## src/rtl/stuff_pkg.sv

```systemverilog
`timescale 1ns/1ps
package stuff_pkg;
  localparam int unsigned THR_W   = 10;
  localparam int unsigned NTHR    = 3;
  localparam int unsigned STUFF_W = 3;
  localparam int unsigned HI_W    = THR_W - 8;

  localparam logic [STUFF_W-1:0] STUFF_NONE = 3'd0;
  localparam logic [STUFF_W-1:0] STUFF_FOUR = 3'd4;

  localparam logic [7:0] OFF_STAT = 8'd6;

  typedef logic [THR_W-1:0] thr_t;

  typedef struct packed {
    logic               vld;
    logic [STUFF_W-1:0] cnt;
  } stuff_req_t;

  function automatic logic [7:0] lo_off(input int idx);
    return 8'(2 * idx);
  endfunction

  function automatic logic [7:0] hi_off(input int idx);
    return 8'(2 * idx + 1);
  endfunction
endpackage

```

## src/rtl/stuff_thr_regs.sv

```systemverilog
`timescale 1ns/1ps
module stuff_thr_regs
  import stuff_pkg::*;
#(
  parameter logic [7:0]            BASE_ADDR = 8'hCF,
  parameter logic [NTHR*THR_W-1:0] RST_VALS  = '0
) (
  input  logic       clk,
  input  logic       rst_n,
  input  logic       wr_en,
  input  logic       rd_en,
  input  logic [7:0] addr,
  input  logic [7:0] wdata,
  input  logic       err_flag,
  output logic [7:0] rdata,
  output thr_t       thr_a,
  output logic       stat_rd
);
  localparam logic [7:0] STAT_ADDR = BASE_ADDR + OFF_STAT;

  thr_t            thr_q [NTHR];
  thr_t            thr_d [NTHR];
  logic [NTHR-1:0] thr_en;

  // next state
  always_comb begin
    for (int i = 0; i < NTHR; i++) begin
      thr_d[i]  = thr_q[i];
      thr_en[i] = 1'b0;
      if (wr_en && (addr == BASE_ADDR + lo_off(i))) begin
        thr_d[i][7:0] = wdata;
        thr_en[i]     = 1'b1;
      end
      if (wr_en && (addr == BASE_ADDR + hi_off(i))) begin
        thr_d[i][THR_W-1:8] = wdata[HI_W-1:0];
        thr_en[i]           = 1'b1;
      end
    end
  end

  // registers
  always_ff @(posedge clk or negedge rst_n) begin
    if (!rst_n) begin
      for (int i = 0; i < NTHR; i++) thr_q[i] <= RST_VALS[i*THR_W +: THR_W];
    end else begin
      for (int i = 0; i < NTHR; i++) begin
        if (thr_en[i]) thr_q[i] <= thr_d[i];
      end
    end
  end

  // read mux
  always_comb begin
    rdata = '0;
    for (int i = 0; i < NTHR; i++) begin
      if (addr == BASE_ADDR + lo_off(i)) rdata = thr_q[i][7:0];
      if (addr == BASE_ADDR + hi_off(i)) rdata = {{(8-HI_W){1'b0}}, thr_q[i][THR_W-1:8]};
    end
    if (addr == STAT_ADDR) rdata = {7'b0, err_flag};
  end

  assign stat_rd = rd_en && (addr == STAT_ADDR);
  assign thr_a   = thr_q[0];
endmodule

```

## src/rtl/stuff_phase_meas.sv

```systemverilog
`timescale 1ns/1ps
module stuff_phase_meas #(
  parameter int unsigned CNT_W = 16
) (
  input  logic             clk,
  input  logic             rst_n,
  input  logic             pcm_mark,
  input  logic             line_mark,
  output logic [CNT_W-1:0] smp_phase,
  output logic             smp_neg,
  output logic             armed
);
  localparam logic [CNT_W-1:0] CNT_MAX = '1;
  localparam logic [CNT_W-1:0] CNT_ONE = CNT_W'(1);

  logic [CNT_W-1:0] cnt_q, cnt_d;
  logic             cnt_en;
  logic             armed_q, armed_d, armed_en;

  // next state
  always_comb begin
    cnt_en   = pcm_mark || (cnt_q != CNT_MAX);
    cnt_d    = pcm_mark ? CNT_ONE : cnt_q + CNT_ONE;
    armed_en = pcm_mark || line_mark;
    armed_d  = !line_mark;
  end

  // registers
  always_ff @(posedge clk or negedge rst_n) begin
    if (!rst_n) begin
      cnt_q   <= '0;
      armed_q <= 1'b0;
    end else begin
      if (cnt_en)   cnt_q   <= cnt_d;
      if (armed_en) armed_q <= armed_d;
    end
  end

  // sample presented to the judge on a line marker
  always_comb begin
    smp_phase = pcm_mark ? '0 : cnt_q;
    smp_neg   = !(armed_q || pcm_mark);
  end

  assign armed = armed_q;
endmodule

```

## src/rtl/stuff_judge.sv

```systemverilog
`timescale 1ns/1ps
module stuff_judge
  import stuff_pkg::*;
#(
  parameter int unsigned CNT_W = 16
) (
  input  logic               clk,
  input  logic               rst_n,
  input  logic               line_mark,
  input  logic [CNT_W-1:0]   smp_phase,
  input  logic               smp_neg,
  input  thr_t               thr_a,
  input  logic               err_clr,
  input  logic               stat_rd,
  output logic               stuff_vld,
  output logic [STUFF_W-1:0] stuff_cnt,
  output logic               stuff_err
);
  stuff_req_t req_q, req_d;
  logic       reach;
  logic       err_q, err_d, err_en, err_set;

  // next state
  always_comb begin
    reach     = !smp_neg && (smp_phase >= CNT_W'(thr_a));
    req_d.vld = line_mark;
    req_d.cnt = (line_mark && reach) ? STUFF_FOUR : STUFF_NONE;
    err_set   = line_mark && smp_neg;
    err_en    = err_set || err_clr || stat_rd;
    err_d     = err_set;
  end

  // registers
  always_ff @(posedge clk or negedge rst_n) begin
    if (!rst_n) begin
      req_q <= '0;
      err_q <= 1'b0;
    end else begin
      req_q <= req_d;
      if (err_en) err_q <= err_d;
    end
  end

  assign stuff_vld = req_q.vld;
  assign stuff_cnt = req_q.cnt;
  assign stuff_err = err_q;
endmodule

```

## src/rtl/stuff_decider.sv

```systemverilog
`timescale 1ns/1ps
module stuff_decider
  import stuff_pkg::*;
#(
  parameter int unsigned CNT_W     = 16,
  parameter logic [7:0]  BASE_ADDR = 8'hCF,
  parameter thr_t        THR_A_RST = 10'd64,
  parameter thr_t        THR_B_RST = 10'd96,
  parameter thr_t        THR_C_RST = 10'd192
) (
  input  logic       clk,
  input  logic       rst_n,
  input  logic       pcm_mark,
  input  logic       line_mark,
  input  logic       reg_wr,
  input  logic       reg_rd,
  input  logic [7:0] reg_addr,
  input  logic [7:0] reg_wdata,
  output logic [7:0] reg_rdata,
  input  logic       err_clr,
  output logic       stuff_vld,
  output logic [2:0] stuff_cnt,
  output logic       stuff_err
);
  localparam logic [NTHR*THR_W-1:0] RST_VALS = {THR_C_RST, THR_B_RST, THR_A_RST};

  logic [CNT_W-1:0] smp_phase;
  logic             smp_neg;
  logic             meas_armed;
  thr_t             thr_a;
  logic             stat_rd;

  stuff_phase_meas #(.CNT_W(CNT_W)) meas_i (
    .clk       (clk),
    .rst_n     (rst_n),
    .pcm_mark  (pcm_mark),
    .line_mark (line_mark),
    .smp_phase (smp_phase),
    .smp_neg   (smp_neg),
    .armed     (meas_armed)
  );

  stuff_thr_regs #(.BASE_ADDR(BASE_ADDR), .RST_VALS(RST_VALS)) regs_i (
    .clk      (clk),
    .rst_n    (rst_n),
    .wr_en    (reg_wr),
    .rd_en    (reg_rd),
    .addr     (reg_addr),
    .wdata    (reg_wdata),
    .err_flag (stuff_err),
    .rdata    (reg_rdata),
    .thr_a    (thr_a),
    .stat_rd  (stat_rd)
  );

  stuff_judge #(.CNT_W(CNT_W)) judge_i (
    .clk       (clk),
    .rst_n     (rst_n),
    .line_mark (line_mark),
    .smp_phase (smp_phase),
    .smp_neg   (smp_neg),
    .thr_a     (thr_a),
    .err_clr   (err_clr),
    .stat_rd   (stat_rd),
    .stuff_vld (stuff_vld),
    .stuff_cnt (stuff_cnt),
    .stuff_err (stuff_err)
  );
endmodule

```

## config.mk

```make
export PLATFORM = sky130hd
export DESIGN_NAME = stuff_decider
export DESIGN_NICKNAME = d
export VERILOG_FILES = /design/src/rtl/stuff_pkg.sv /design/src/rtl/stuff_thr_regs.sv /design/src/rtl/stuff_phase_meas.sv /design/src/rtl/stuff_judge.sv /design/src/rtl/stuff_decider.sv
export SDC_FILE = /design/constraint.sdc
export NUM_CORES = 1
export LEC_CHECK = 0
export BUFFER_PORTS_ARGS = -buffer_cell sky130_fd_sc_hd__buf_2
export CORE_MARGIN = 4
export CORE_UTILIZATION = 55
export DETAILED_ROUTE_END_ITERATION = 12
export PLACE_DENSITY = 0.84
export SLEW_MARGIN = 20
export SYNTH_ARGS = -nofsm -noshare
export SYNTH_HDL_FRONTEND = slang
export SYNTH_SLANG_ARGS = --single-unit
```

## constraint.sdc

```tcl
create_clock -name clk -period 3 [get_ports clk]
set_clock_uncertainty 0.2 [all_clocks]
set_input_delay 0.45 -clock clk [delete_from_list [all_inputs] [get_ports clk]]
set_output_delay 0.45 -clock clk [all_outputs]
set_load 0.01 [all_outputs]
```

==> qor.csv <==
metric,value,unit
hold_slack,0.0783,ns
dr.pass1.iters,4,
cts_root_buf,clkbuf_8,
die_area,6460,µm²
dp_hpwl,4480,µm
report.final.slew_viol_count,0,
cts_max_level,2,
fillers,441,
std_cell_rows,26,
grt_max_degree,32,
pre_cts_slack,0.539,ns
reg2reg_slack,0.86,ns
drtIter0Drc,150,
clock-sinks,50,
track_usage,0.207,
synth-seq-area-share,0.436,
dr_total_vias,2204,
place.gp.congestion,0.875,
synthArstFlopShare,1.00,
cp_slowest_cell,a222oi_1,
cpPeakStageDelay,0.41,ns
maxCapViolations,0,
grt_overflow,0,
yosysWarnings,0,
die_x,80.4,µm
post_cts_buffers,0,
via_per_inst,5.86,
crit_required,2.35,ns
io_pins,36,
synthTopCellsByArea,"dfrtp_1 39%, mux2_2 13%, ha_1 4.8%",
post-synth-top-count-cell,dfrtp_1,
core_area,5110,µm²
initial_core_util,0.564,
antenna_left,0,
min_period_over_period,0.822,
synth-main-ff-cell,dfrtp_1,
top_layer_used,met4,
diodes,0,
dr_wl_met2,2970,µm
status,completed,
critPathArrivalTime,1.82,ns
numCtsBuffers,5,
syn_inst,270,
cts_tree,yes,
drt_wl_total,6040,µm
ys_seq_elements,50,
port-buffer-count,33,
wl_met1,2760,µm
synth_top_area_frac,0.391,
num-nets-final,339,
post_drt_wl_per_cell,16.1,µm
max_freq,406,MHz
cts.clk_slew.worst_paths,0.10,ns
met3WireLength,229,µm
synthToLayoutAreaGrowth,11.6,%
drive_gt1_frac,0.301,
cp_cell_sequence,"buf_2, and4b_1, and2_0, a222oi_1, inv_1, buf_2",
clk_latency,0.32,ns
grt_pass1_wl,10500,µm
power_density,398,nW/µm²
start_kind,input port,
fin_crit,2.47,ns
final_area,3220,µm²
grt_pass1_vias,2204,
drc,0,
endpoint_kind,output port,
antenna_found_initial,0,
yosysTopAreaCell,dfrtp_1,
layout_setup_ws,0.535,ns
synth_cell_types,56,
setup-tns-final,0,ns
crit_type,input port to output port,
cts_buffer_depth,2,
synth_edf_count,0,
final-hold-violation-count,0,
rsz0062_at_grt,no,
place_area,3110,µm²
ir_worst_vdd,315,µV
setup_viol,0,
synth_common_cells,"45 x dfrtp_1, 32 x mux2_2, 21 x nand2_1",
p_leak,0.00158,µW
crit_top_cell,buf_2,
path_max_fanout,10,
syn_area,2880,µm²
postSynthAreaPerCell,10.7,µm²
hp-class,input port to flip-flop,
fp.dieH,80.4,µm
-- critical path: cells and delay by family --
family	cells	cell delay [ns]
AND/OR/NAND/NOR	2	0.59
AO/OA/AOI/OAI	1	0.41
buffers and inverters	3	0.37
-- path summary, 6_finish.rpt --
check	to	startpoint	cells after the start
max	reg_rdata[7]	reg_addr[0]	6
min	judge_i.stuff_vld	line_mark	1
max reg2reg	meas_i.cnt_q[13]	meas_i.cnt_q[0]	5
min reg2reg	meas_i.armed	meas_i.armed	2
max in group asynchronous	regs_i.thr_a[6]	rst_n	3
min in group asynchronous	regs_i.thr_q[17]	rst_n	2
-- layout by cell type (no fill, tap or decap), types with 5 or more instances in the layout --
master / synthesis / final
a21oi_1: 10 / 10
a22oi_1: 6 / 6
buf_2: 3 / 33
clkbuf_8: 0 / 5
dfrtp_1: 45 / 45
dfstp_2: 5 / 5
ha_1: 11 / 11
inv_1: 15 / 15
mux2_2: 32 / 32
nand2_1: 21 / 21
nand2b_1: 5 / 5
nand3_1: 5 / 5
nor2_1: 13 / 13
nor2b_1: 13 / 13
nor3_1: 6 / 6
o21ai_0: 8 / 8
-- repair_timing --
action / CTS / global route
setup endpoints to repair: 0 / 0
hold endpoints to repair: 16 / 0
hold buffers: 1 / 0
gates resized for setup: 0 / 0
-- stage by stage --
step | std cells | util | total power, µW
floorplan | 271 | - | 806
global placement | 367 | 0.609 | 858
detailed placement | 367 | 0.609 | 865
CTS | 376 | 0.630 | 1290
global route | 376 | 0.630 | 1340
finish | 376 | 0.630 | 1280
-- power breakdown --
part,internal (µW),switching (µW),total (µW)
sequential,704,21.0,725
combinational,55.8,72.9,129
clock,175,252,427
total,934,346,1280
-- routing by layer --
metal	vias up	track usage
met5	-	0
met4	0	0.0625
met3	11	0.0348
met2	43	0.334
met1	1086	0.285
li1	1064	-
-- layout make-up --
type / instances / area [µm²] / share of cell area
multi-input cells: 197 / 1530 / 0.475
repair buffers: 36 / 190 / 0.0591
clock buffers: 5 / 68.8 / 0.0214
clock inverters: 3 / 28.8 / 0.00895
inverters: 15 / 56.3 / 0.0175
flip-flops and latches: 50 / 1260 / 0.391
well taps: 70 / 87.6 / 0.0272
-- flip-flops by register name, indices dropped and copies added (netlist names) --
| signal | cells |
|---|---|
| judge_i.stuff_vld | 1 |
| regs_i.thr_a | 10 |
| regs_i.thr_q | 20 |
| meas_i.armed | 1 |
| meas_i.cnt_q | 16 |
| judge_i.stuff_err | 1 |
| judge_i.stuff_cnt | 1 |
-- cells by family (layout without fill, tap and decap cells) --
kind of cell	after synthesis	count (layout)	synth area share
AND/OR/NAND/NOR	98	98	0.224
flip-flops	50	50	0.436
other	1	2	0.00130
buffers and inverters	24	59	0.0352
adder cells (fa/ha/maj)	11	11	0.0478
AO/OA/AOI/OAI	53	53	0.127
multiplexers	33	33	0.129
No activity file was read; power rests on OpenSTA's default activity.
